**src/rtl/burst_res_pkg.sv**
```systemverilog
package burst_res_pkg;

  typedef enum logic [2:0] {
    ST_IDLE = 3'd0,
    ST_LOCK = 3'd1,
    ST_HI   = 3'd2,
    ST_LO   = 3'd3,
    ST_WAIT = 3'd4
  } seqState_t;

  // strobes from control to datapath
  typedef struct packed {
    logic clrCnt;   // restart phase counter
    logic latchN;   // copy pending exponent into active exponent
    logic selHi;    // current phase is full resolution
    logic selLock;  // current phase is the lockout run
  } seqStrobe_t;

endpackage

```
**src/rtl/burst_res_dpath.sv**
```systemverilog
module burst_res_dpath
  import burst_res_pkg::*;
#(
  parameter int N_MIN    = 10,
  parameter int N_MAX    = 25,
  parameter int N_RST    = 10,
  parameter int LOCK_EXP = 13,
  parameter int N_W      = 5,
  parameter int CNT_W    = 29
) (
  input  logic           clk,
  input  logic           rstN,
  input  seqStrobe_t     strobe,
  input  logic           sampleValid,
  input  logic           nWrEn,
  input  logic [N_W-1:0] nWrData,
  output logic           lastSample
);
  localparam int EXP_W = $clog2(N_MAX + 4);

  logic [N_W-1:0]   nPend;
  logic [N_W-1:0]   nCur;
  logic [CNT_W-1:0] sampleCnt;
  logic [EXP_W-1:0] curExp;
  logic [CNT_W-1:0] lastCount;

  function automatic logic [N_W-1:0] clampN(input logic [N_W-1:0] v);
    if (v < N_W'(N_MIN))      return N_W'(N_MIN);
    else if (v > N_W'(N_MAX)) return N_W'(N_MAX);
    else                      return v;
  endfunction

  always_ff @(posedge clk or negedge rstN) begin
    if (!rstN) begin
      nPend <= N_W'(N_RST);
      nCur  <= N_W'(N_RST);
    end else begin
      if (nWrEn)         nPend <= clampN(nWrData);
      if (strobe.latchN) nCur  <= nPend;
    end
  end

  always_ff @(posedge clk or negedge rstN) begin
    if (!rstN)              sampleCnt <= '0;
    else if (strobe.clrCnt) sampleCnt <= '0;
    else if (sampleValid)   sampleCnt <= sampleCnt + CNT_W'(1);
  end

  always_comb begin
    if (strobe.selLock)    curExp = EXP_W'(LOCK_EXP);
    else if (strobe.selHi) curExp = EXP_W'(nCur);
    else                   curExp = EXP_W'(nCur) + EXP_W'(3);
  end

  assign lastCount  = (CNT_W'(1) << curExp) - CNT_W'(1);
  assign lastSample = (sampleCnt == lastCount);

endmodule

```
**src/rtl/burst_res_ctrl.sv**
```systemverilog
module burst_res_ctrl
  import burst_res_pkg::*;
(
  input  logic       clk,
  input  logic       rstN,
  input  logic       burstEn,
  input  logic       autoMode,
  input  logic       trigIn,
  input  logic       sampleValid,
  input  logic       lastSample,
  output seqStrobe_t strobe,
  output logic       hiRes,
  output logic       phaseStart,
  output logic       trigLocked
);
  seqState_t state, nextState;
  logic      phaseEnd;
  logic      startNext;

  assign phaseEnd = sampleValid && lastSample;

  always_comb begin
    nextState = state;
    if (!burstEn) begin
      nextState = ST_IDLE;
    end else begin
      unique case (state)
        ST_IDLE: nextState = ST_LOCK;
        ST_LOCK: if (phaseEnd) nextState = autoMode ? ST_HI : ST_WAIT;
        ST_HI:   if (phaseEnd) nextState = ST_LO;
        ST_LO:   if (phaseEnd) nextState = autoMode ? ST_HI : ST_WAIT;
        ST_WAIT: if (trigIn || autoMode) nextState = ST_HI;
        default: nextState = ST_IDLE;
      endcase
    end
  end

  assign startNext = (nextState != state) &&
                     (nextState == ST_LOCK || nextState == ST_HI || nextState == ST_LO);

  always_comb begin
    strobe.clrCnt  = (nextState != state) || (state == ST_IDLE) || (state == ST_WAIT);
    strobe.latchN  = (state == ST_IDLE && nextState == ST_LOCK) ||
                     (state == ST_HI && nextState == ST_LO);
    strobe.selHi   = (state == ST_HI);
    strobe.selLock = (state == ST_LOCK);
  end

  always_ff @(posedge clk or negedge rstN) begin
    if (!rstN) begin
      state      <= ST_IDLE;
      phaseStart <= 1'b0;
    end else begin
      state      <= nextState;
      phaseStart <= startNext;
    end
  end

  assign hiRes      = (state == ST_HI);
  assign trigLocked = (state == ST_LOCK);

endmodule

```
**src/rtl/burst_res_seq.sv**
```systemverilog
module burst_res_seq
  import burst_res_pkg::*;
#(
  parameter int N_MIN    = 10,
  parameter int N_MAX    = 25,
  parameter int N_RST    = 10,
  parameter int LOCK_EXP = 13,
  parameter int N_W      = 5
) (
  input  logic           clk,
  input  logic           rstN,
  input  logic           burstEn,
  input  logic           autoMode,
  input  logic           trigIn,
  input  logic           nWrEn,
  input  logic [N_W-1:0] nWrData,
  input  logic           sampleValid,
  output logic           hiRes,
  output logic           phaseStart,
  output logic           trigLocked
);
  localparam int CNT_W = N_MAX + 4;

  seqStrobe_t strobe;
  logic       lastSample;

  burst_res_ctrl u_ctrl (
    .clk         (clk),
    .rstN        (rstN),
    .burstEn     (burstEn),
    .autoMode    (autoMode),
    .trigIn      (trigIn),
    .sampleValid (sampleValid),
    .lastSample  (lastSample),
    .strobe      (strobe),
    .hiRes       (hiRes),
    .phaseStart  (phaseStart),
    .trigLocked  (trigLocked)
  );

  burst_res_dpath #(
    .N_MIN    (N_MIN),
    .N_MAX    (N_MAX),
    .N_RST    (N_RST),
    .LOCK_EXP (LOCK_EXP),
    .N_W      (N_W),
    .CNT_W    (CNT_W)
  ) u_dp (
    .clk         (clk),
    .rstN        (rstN),
    .strobe      (strobe),
    .sampleValid (sampleValid),
    .nWrEn       (nWrEn),
    .nWrData     (nWrData),
    .lastSample  (lastSample)
  );

endmodule

```
**config.mk**
```make
export PLATFORM = sky130hd
export DESIGN_NAME = burst_res_seq
export DESIGN_NICKNAME = d
export VERILOG_FILES = /design/src/rtl/burst_res_pkg.sv /design/src/rtl/burst_res_dpath.sv /design/src/rtl/burst_res_ctrl.sv /design/src/rtl/burst_res_seq.sv
export SDC_FILE = /design/constraint.sdc
export NUM_CORES = 1
export LEC_CHECK = 0
export ABC_AREA = 0
export CELL_PAD_IN_SITES_DETAIL_PLACEMENT = 0
export CELL_PAD_IN_SITES_GLOBAL_PLACEMENT = 1
export CORE_MARGIN = 5
export CORE_UTILIZATION = 50
export DETAILED_ROUTE_END_ITERATION = 12
export PLACE_DENSITY_LB_ADDON = 0.1
export SETUP_SLACK_MARGIN = 0.15
export SYNTH_ARGS = -nofsm -noshare
export SYNTH_HDL_FRONTEND = slang
export SYNTH_HIERARCHICAL = 1
export SYNTH_SLANG_ARGS = --single-unit
```
**constraint.sdc**
```tcl
create_clock -name clk -period 11.4 [get_ports clk]
set_input_delay 1.14 -clock clk [delete_from_list [all_inputs] [get_ports clk]]
set_output_delay 1.14 -clock clk [all_outputs]
set_load 0.01 [all_outputs]
```
==> results of run 1 <==
[worst max-delay path: cells and delay by family (launching register included)]
family | cells | cell delay [ns]
AO/OA/AOI/OAI | 6 | 1.24
adder cells (fa/ha/maj) | 2 | 0.74
buffers and inverters | 3 | 0.82
flip-flops | 1 | 0.69
multiplexers | 1 | 0.43
AND/OR/NAND/NOR | 13 | 4.30
[power by group]
group	switching, uW	total, uW	internal (uW)
combinational	144	231	86.3
sequential	11.5	171	160
clock	51.0	98.5	47.6
total	207	500	294
[cells in the mapped netlist (4+ instances only)]
library cell  instances
o21ai_1               6
nand2_1              36
o31ai_1               4
o21ai_0              29
inv_1                16
mux2_2                5
xnor2_1              19
nand2b_1              7
buf_2                 9
nor3_1               10
nor2b_1               7
a21o_1                5
nand4_1              11
dfrtp_1              39
a31oi_1               7
clkbuf_1             13
or4_1                 5
xor2_1               21
a2111oi_0             4
nand3_1              17
a21oi_1              23
a211oi_1              4
and3_1                4
or3_1                14
nor2_1               54
dfstp_2               4
o211ai_1              8
o21a_1                4
[area by class of cell]
class                           instances  area (um^2)  share of cell area
Clock buffer                            6         82.6              0.0202
Sequential cell                        43         1080               0.265
Multi-Input combinational cell        385         2560               0.628
Timing Repair Buffer                   17          158              0.0386
Tap cell                              102          128              0.0313
Clock inverter                          1         5.00             0.00123
Inverter                               17         63.8              0.0156
[metrics by stage]
stage	area [um^2]	std cells
floorplan	3850	474
global placement	3990	564
detailed placement	3990	564
CTS	4080	571
global route	4080	571
finish	4080	571
[path summary, 6_finish.rpt]
| path | start | to |
|---|---|---|
| setup / recovery | u_dp/nCur[0] | u_dp/sampleCnt[26] |
| hold / removal | u_dp/nPend[1] | u_dp/nPend[1] |
| setup reg to reg | u_dp/nCur[0] | u_dp/sampleCnt[26] |
| hold reg to reg | u_dp/nPend[1] | u_dp/nPend[1] |
| max in group asynchronous | rstN | u_dp/sampleCnt[9] |
| min in group asynchronous | rstN | u_ctrl/phaseStart |
[sequential cells by signal, summed over array words and instances (netlist names)]
register           flops
u_dp/sampleCnt        29
u_dp/nCur              5
u_ctrl/state           3
u_dp/nPend             5
u_ctrl/phaseStart      1
[per-layer routing]
metal	global-route usage	up-vias	routed length [um]
li1	-	1735	-
met1	0.310	1685	4930
met2	0.341	133	4610
met3	0.0350	30	563
met4	0.0969	0	407
met5	0	-	0
[logic make-up (layout without fill, tap and decap cells)]
| kind of cell | after synthesis | in the layout | share of synthesized area |
|---|---|---|---|
| AOI/OAI and AO/OA | 134 | 134 | 0.245 |
| xor gates and xnor gates | 43 | 43 | 0.107 |
| adders and majority gates | 3 | 3 | 0.00975 |
| buffers and inverters | 46 | 41 | 0.0546 |
| DFF | 43 | 43 | 0.281 |
| muxes | 9 | 9 | 0.0263 |
| and+or+nand+nor | 196 | 196 | 0.277 |
==> results.py, run 1 <==
metrics = {
    "synthesis": {
        "postSynthAreaPerCell_um2": 8.12,
        "synth.cell_area_mm2": 0.00385,
        "synth_nets": 489,
        "ys_top_cells_by_area": "dfrtp_1 25%, nor2_1 5.3%, xor2_1 4.8%, xnor2_1 4.3%, o21ai_0 3.8%",
        "synth_top_area_frac": 0.254,
        "synth_cell_type_count": 88,
        "synth_largest_area_cell": "dfrtp_1",
        "synth-edff-count": 0,
        "async_reset_ff_frac": 1.00,
        "ys_ff_latch": 43,
        "synthCells": 474,
        "synth_warnings": 6,
        "seq_area_frac_synth": 0.281,
        "synth_ff_type": "dfrtp_1",
    },
    "setup_path": {
        "end_kind": "flop",
        "arrival_ns": 8.51,
        "rrSetupSlack_ns": 3.11,
        "cp-start-kind": "flop",
        "worstSetupPathType": "flop to flop",
        "required_ns": 11.63,
        "critical-path-max-stage-delay_ns": 0.92,
        "cp_max_fo": 30,
        "crit_top_cell": "nand2_1",
        "cpMaxStageDelayCell": "nor4bb_1",
        "reg2regPathDepth": 25,
    },
    "final_layout": {
        "fillCellCount": 720,
        "nets": 484,
        "fin_util": 0.536,
        "n_antenna_cell": 0,
        "area_growth_pct": 6.01,
        "final_cell_mix": "54 x nor2_1, 39 x dfrtp_1, 36 x nand2_1, 29 x o21ai_0, 23 x a21oi_1",
        "final_common_cell": "nor2_1",
        "drive_above_1_share": 0.0917,
    },
    "drt": {
        "route.detailed.drc": 0,
        "antenna_left": 0,
        "wl_per_cell_um": 18.4,
        "vias": 3583,
        "drt-vias-per-instance": 6.27,
        "drtPass1Iterations": 6,
        "drt_wl_total_mm": 10.5,
        "drtIter0Drc": 188,
    },
    "timing": {
        "skew_ns": 0.0107,
        "tightestPinTransition_ns": 1.05,
        "rsz0062_at_grt": "false",
        "fin_ws_ns": 3.11,
        "setup_tns_ns": 0,
        "hold_viol": 0,
        "finalWorstPathRequiredPeriod_ns": 8.29,
        "timing.final.crit_share": 0.727,
        "setup_viol_count_final": 0,
        "whs_ns": 0.479,
        "fmaxAchievable_mhz": 121,
        "slew_headroom": 0.293,
        "slew_violations": 0,
    },
    "floorplanning": {
        "ios": 15,
        "die_y_um": 97.7,
        "die_x_um": 97.7,
        "die_area_mm2": 0.00955,
        "num_rows": 32,
        "core_area_mm2": 0.00761,
        "initial_utilization": 0.506,
    },
    "placement": {
        "io_buffers": 14,
        "dpl.hpwl_mm": 8.12,
        "gp_congestion": 0.945,
        "dpl_worst_slack_ns": 3.21,
    },
    "clock_tree": {
        "hold_buffers": 0,
        "clk_pin_slew_ns": 0.08,
        "postCtsSetupBuffers": 0,
        "root_buffer": "clkbuf_8",
        "insertion_delay_ns": 0.30,
        "cts-resized-gates": 0,
        "cts.path.max_buffers": 2,
        "cts_htree_levels": 2,
        "cts_tree": "yes",
        "cts.sinks": 43,
        "numCtsBuffers": 5,
    },
    "global_routing": {
        "overflow": 0,
        "groute.usage.overall": 0.222,
        "grt_start_max_net_pins": 44,
        "antenna_found_initial": 0,
        "grt_pass1_wl_mm": 17.2,
        "first_global_vias": 3325,
    },
    "run": {
        "cap_viol_max_count": 0,
    },
    "power": {
        "finalPower_uw": 500,
        "power.density_mw_per_mm2": 123,
        "peakVddDrop_mv": 0.0554,
        "leakage_uw": 0.00152,
    },
    "min_path": {
        "hp-class": "flop to flop",
        "hold_depth": 2,
    },
    "status": {
        "status": "finished clean",
    },
}
(Power assumes the default switching activity.)
==> run 2, diff against run 1 <==
Settings changed: CORE_UTILIZATION 50 to 43.
Clock period 11.4 ns to 7 ns, I/O delays scaled along.
==> run 2 against run 1 <==
Against the previous run: worst hold slack got worse by 0.0024 ns; sequential power increased by 60%; clock skew decreased by 0.00098 ns; critical path type unchanged.
==> results.py, run 2 (synthesis gave the netlist of run 1 again) <==
metrics = {
    "drt": {
        "wl_per_cell_um": 18.5,
        "vias": 3642,
        "route.detailed.drc": 0,
        "drtPass1Iterations": 7,
        "drt_wl_total_mm": 10.8,
        "antenna_left": 0,
        "drt-vias-per-instance": 6.23,
        "drtIter0Drc": 365,
    },
    "power": {
        "sequentialPowerShare": 0.327,
        "p_sw_frac": 0.418,
        "leakage_uw": 0.00158,
        "clkPwrFrac": 0.206,
        "internal-power_uw": 488,
        "power.density_mw_per_mm2": 200,
        "p_comb_frac": 0.467,
        "power_switching_uw": 350,
        "peakVddDrop_mv": 0.0861,
    },
    "final_layout": {
        "drive_above_1_share": 0.119,
        "final_cell_mix": "53 x nor2_1, 39 x dfrtp_1, 36 x nand2_1, 29 x o21ai_0, 23 x a21oi_1",
        "seq_area_mm2": 0.00108,
        "top_register": "u_dp/sampleCnt",
        "multi_input_area_mm2": 0.00261,
        "fin_cells": 585,
        "fillCellCount": 862,
        "final_common_cell": "nor2_1",
        "fin_area_mm2": 0.00420,
        "nets": 491,
        "reg_top3": "u_dp/sampleCnt: 29 flops, u_dp/nCur: 5 flops, u_dp/nPend: 5 flops",
        "largest_reg_flops": 29,
        "n_antenna_cell": 0,
        "area_growth_pct": 9.14,
    },
    "timing": {
        "rsz0062_at_grt": "true",
        "setup_viol_count_final": 0,
        "finalWorstPathRequiredPeriod_ns": 6.25,
        "slew_headroom": 0.342,
        "skew_ns": 0.00969,
        "hold_viol": 0,
        "timing.final.crit_share": 0.893,
        "setup_tns_ns": 0,
        "slew_violations": 0,
        "tightestPinTransition_ns": 0.962,
        "fmaxAchievable_mhz": 160,
    },
    "setup_path": {
        "required_ns": 7.22,
        "worst_r2r_endpoint": "u_dp/sampleCnt[26]",
        "crit_top_cell": "nand2_1",
        "worstSetupPathType": "flop to flop",
        "arrival_ns": 6.48,
        "critPathTopFamily": "simple AND/OR/NAND/NOR gates",
        "cpMaxStageDelayCell": "dfstp_2",
        "r2r_start": "u_dp/nCur[1]",
        "reg2regPathDepth": 25,
        "critical-path-max-stage-delay_ns": 0.61,
        "rrSetupSlack_ns": 0.75,
        "end_kind": "flop",
        "cp_max_fo": 12,
        "cp-start-kind": "flop",
        "path_buf_inv": 3,
    },
    "min_path": {
        "hold_depth": 2,
        "hold-path-endpoint": "u_dp/nPend[1]",
        "min_from": "u_dp/nPend[1]",
        "hp-class": "flop to flop",
    },
    "placement": {
        "dp.cells": 577,
        "placed_cell_area_mm2": 0.00405,
        "dpl.hpwl_mm": 8.16,
        "io_buffers": 14,
        "gp_congestion": 0.959,
    },
    "floorplanning": {
        "ios": 15,
        "die_y_um": 105,
        "die_area_mm2": 0.0109,
        "die_x_um": 105,
        "core_area_mm2": 0.00872,
        "num_rows": 34,
        "initial_utilization": 0.441,
    },
    "global_routing": {
        "grt_pass1_wl_mm": 17.1,
        "overflow": 0,
        "grt_start_max_net_pins": 44,
        "first_global_vias": 3186,
        "antenna_found_initial": 0,
        "groute.usage.overall": 0.192,
    },
    "run": {
        "cap_viol_max_count": 0,
    },
    "clock_tree": {
        "clk_pin_slew_ns": 0.08,
        "numCtsBuffers": 5,
        "cts_tree": "yes",
        "insertion_delay_ns": 0.30,
        "root_buffer": "clkbuf_8",
        "cts.sinks": 43,
        "hold_buffers": 0,
        "cts_htree_levels": 2,
        "cts.path.max_buffers": 2,
    },
    "status": {
        "status": "finished clean",
    },
}
-- run 2: area by class of cell --
type / count / area share
Tap cell: 108 / 0.0322
Sequential cell: 43 / 0.257
Multi-Input combinational cell: 385 / 0.622
Inverter: 17 / 0.0152
Clock buffer: 6 / 0.0197
Timing Repair Buffer: 24 / 0.0500
Clock inverter: 2 / 0.00387
-- run 2: worst max path at each step --
stage	from	to	slack, ns	cells past startpoint
after floorplan	u_dp/nCur[0]	u_dp/sampleCnt[26]	0.90	28
after global placement	u_dp/nCur[1]	u_dp/sampleCnt[22]	0.58	25
after detailed placement	u_dp/nCur[1]	u_dp/sampleCnt[26]	0.32	25
after CTS	u_dp/nCur[1]	u_dp/sampleCnt[26]	0.28	25
after global routing	u_dp/nCur[1]	u_dp/sampleCnt[22]	0.14	25
final	u_dp/nCur[1]	u_dp/sampleCnt[26]	0.75	25
-- run 2: worst reg2reg max path, stage by stage, from the launching register on --
cell       delay [ns]
dfstp_2          0.61
inv_1            0.08
ha_1             0.30
nor4bb_2         0.41
mux2_4           0.41
a21oi_4          0.22
nand3_1          0.11
ha_1             0.23
inv_1            0.05
buf_4            0.16
nand2_1          0.09
or4_1            0.41
a21oi_1          0.19
o21ai_0          0.11
a2111oi_1        0.36
nand4_1          0.21
nor4_4           0.31
nand2_1          0.16
o211ai_1         0.15
nor2_1           0.16
nor4_4           0.30
and4_1           0.25
nor2b_2          0.23
nand2_1          0.19
or3_1            0.34
a21oi_1          0.15
-- run 2: metal layers --
layer	share of wire	track usage
met5	0	0
met4	0.027	0.0648
met3	0.065	0.0259
met2	0.43	0.275
met1	0.48	0.296
-- run 2: per-stage QoR --
step	utilization	total power [uW]	hold slack, ns	setup WS (ns)
floorplan	-	560	0.404	0.903
global placement	0.465	662	0.464	0.584
detailed placement	0.465	655	0.465	0.321
CTS	0.476	832	0.479	0.283
global route	0.482	891	0.526	0.145
finish	0.482	838	0.477	0.749
-- run 2: timing repair --
action / in CTS / in global routing
buffers inserted: 0 / 0
gates resized for setup: 0 / 9
endpoints found under the setup margin: 0 / 13
-- run 2: power by group through the flow --
stage | logic, uW | registers [uW] | clock network, uW
3_5_place_dp | 376 | 279 | 0
4_1_cts | 378 | 274 | 181
3_3_place_gp | 383 | 278 | 0
2_1_floorplan | 287 | 272 | 0
6_report | 391 | 274 | 172
5_1_grt | 420 | 277 | 194
==> run 3, diff against run 2 <==
Settings changed: CORE_UTILIZATION 43 to 44, DONT_BUFFER_PORTS set to 1.
==> run 3 against run 2 <==
Against the previous run: first-iteration DRC count is 33% lower; cell count is 2.1% lower; global-route usage is 1.2 points higher; setup slack gained 0.045 ns; fmax increased by 0.73%; core utilization down 0.74 points; count of clock-buffer cells in the layout down 1; critical path type unchanged; critical endpoint unchanged; largest power group unchanged.
==> results.py, run 3 (synthesis gave the netlist of run 1 again) <==
metrics = {
    "final_layout": {
        "fin_area_mm2": 0.00410,
        "top_register": "u_dp/sampleCnt",
        "fillCellCount": 861,
        "area_growth_pct": 6.40,
        "reg_top3": "u_dp/sampleCnt: 29 flops, u_dp/nCur: 5 flops, u_dp/nPend: 5 flops",
        "nets": 479,
        "final_cell_mix": "52 x nor2_1, 39 x dfrtp_1, 36 x nand2_1, 29 x o21ai_0, 23 x a21oi_1",
        "final_common_cell": "nor2_1",
        "drive_above_1_share": 0.129,
        "n_antenna_cell": 0,
        "largest_reg_flops": 29,
    },
    "timing": {
        "tightestPinTransition_ns": 1.03,
        "fin_ws_ns": 0.794,
        "slew_violations": 0,
        "rsz0062_at_grt": "false",
        "hold_viol": 0,
        "setup_viol_count_final": 0,
        "finalWorstPathRequiredPeriod_ns": 6.21,
        "slew_headroom": 0.296,
        "timing.final.crit_share": 0.887,
        "skew_ns": 0.0157,
        "setup_tns_ns": 0,
        "fmaxAchievable_mhz": 161,
    },
    "setup_path": {
        "cpMaxStageDelayCell": "dfstp_2",
        "cp_max_fo": 8,
        "critical-path-max-stage-delay_ns": 0.62,
        "end_kind": "flop",
        "critPathTopFamily": "simple AND/OR/NAND/NOR gates",
        "arrival_ns": 6.44,
        "path_buf_inv": 2,
        "worstSetupPathType": "flop to flop",
        "crit_chain": "inv_1 > ha_2 > or3b_2 > a221oi_2 > nand2_1 > ha_1 > inv_1 > nand2_1 > or4_1 > a21oi_1 > o21ai_0 > a2111oi_0 > nand4_1 > nor4_4 > nand2_1 > o211ai_1 > nor2_1 > nor4_4 > and4_1 > nor2b_2 > nand2_1 > or3_1 > a21oi_1",
        "required_ns": 7.24,
        "crit_top_cell": "nand2_1",
        "cp-start-kind": "flop",
    },
    "drt": {
        "drt_wl_total_mm": 11.0,
        "antenna_left": 0,
        "drtPass1Iterations": 4,
        "vias": 3646,
        "drt-vias-per-instance": 6.36,
        "route.detailed.drc": 0,
        "drtIter0Drc": 243,
        "wl_per_cell_um": 19.2,
    },
    "power": {
        "leakage_uw": 0.00154,
        "clkPwrFrac": 0.211,
        "p_comb_frac": 0.460,
        "p_sw_frac": 0.428,
        "sequentialPowerShare": 0.329,
        "internal-power_uw": 480,
        "peakVddDrop_mv": 0.118,
        "power.density_mw_per_mm2": 205,
        "power_switching_uw": 359,
    },
    "floorplanning": {
        "die_y_um": 104,
        "core_area_mm2": 0.00864,
        "ios": 15,
        "initial_utilization": 0.446,
        "die_x_um": 104,
        "num_rows": 34,
        "die_area_mm2": 0.0107,
    },
    "run": {
        "cap_viol_max_count": 0,
    },
    "clock_tree": {
        "cts_tree": "yes",
        "clk_pin_slew_ns": 0.10,
        "insertion_delay_ns": 0.31,
        "cts_htree_levels": 2,
        "root_buffer": "clkbuf_8",
        "cts.sinks": 43,
        "numCtsBuffers": 5,
        "cts.path.max_buffers": 2,
        "postCtsSetupBuffers": 0,
    },
    "placement": {
        "dpl.hpwl_mm": 8.38,
        "placed_cell_area_mm2": 0.00393,
        "dpl_worst_slack_ns": 0.355,
        "gp_congestion": 0.984,
        "io_buffers": 0,
    },
    "global_routing": {
        "groute.usage.overall": 0.204,
        "overflow": 0,
        "grt_start_max_net_pins": 44,
        "first_global_vias": 3314,
        "grt_pass1_wl_mm": 17.9,
        "antenna_found_initial": 0,
    },
    "status": {
        "status": "finished clean",
    },
    "min_path": {
        "hp-class": "primary input to asynchronous set/reset pin",
    },
}
==> run 3: timing repair <==
item,in CTS,in global routing
hold buffers,0,0
setup endpoints to repair,0,13
gates resized for setup,0,12
==> run 3: per-layer routing <==
layer	vias up	routed length, um	track usage	share of wire
li1	1723	-	-	-
met1	1735	5270	0.308	0.48
met4	0	329	0.0815	0.030
met3	31	664	0.0267	0.060
met5	-	0	0	0
met2	157	4750	0.291	0.43
==> run 3: per-stage QoR <==
step / cells / power, uW / utilization / hold WS (ns)
after floorplan: 474 / 560 / - / 0.404
after global placement: 565 / 650 / 0.455 / 0.405
after detailed placement: 565 / 646 / 0.455 / 0.405
after CTS: 573 / 828 / 0.466 / 0.0502
after global routing: 573 / 886 / 0.474 / 0.0418
final: 573 / 839 / 0.474 / 0.0639
==> run 3: power groups by stage <==
stage	logic (uW)	registers [uW]	clock network [uW]
3_5_place_dp	365	280	0
6_report	386	276	177
5_1_grt	413	279	194
3_3_place_gp	370	280	0
2_1_floorplan	287	272	0
4_1_cts	367	276	185
==> run 3: cell type report <==
cell class / count / area, um^2 / share of cell area
multi-input combinational: 385 / 2630 / 0.642
sequential: 43 / 1080 / 0.264
tap: 108 / 135 / 0.0330
timing repair buffer: 12 / 90.1 / 0.0220
clock buffer: 5 / 68.8 / 0.0168
inverter: 17 / 63.8 / 0.0156
clock inverter: 3 / 26.3 / 0.00642
==> run 3: path summary, 6_finish.rpt <==
kind / slack [ns] / startpoint / endpoint / cells past startpoint
worst max-delay path: 0.79 / u_dp/nCur[1] / u_dp/sampleCnt[26] / 23
worst min-delay path: 0.06 / rstN / u_dp/nCur[0] / 0
worst max register to register: 0.79 / u_dp/nCur[1] / u_dp/sampleCnt[26] / 23
worst min register to register: 0.48 / u_dp/nPend[1] / u_dp/nPend[1] / 2
max in group asynchronous: 6.77 / rstN / u_dp/nCur[3] / 0
min in group clk: 0.44 / autoMode / u_ctrl/state[2] / 1
==> run 3: worst register-to-register path: stages, from the launching register on <==
cell and delay, ns:
dfstp_2 0.62, inv_1 0.08, ha_2 0.39, or3b_2 0.50, a221oi_2 0.36, nand2_1 0.11, ha_1 0.30, inv_1 0.11
nand2_1 0.09, or4_1 0.42, a21oi_1 0.21, o21ai_0 0.11, a2111oi_0 0.37, nand4_1 0.20, nor4_4 0.32, nand2_1 0.17
o211ai_1 0.16, nor2_1 0.15, nor4_4 0.30, and4_1 0.26, nor2b_2 0.22, nand2_1 0.17, or3_1 0.34, a21oi_1 0.15
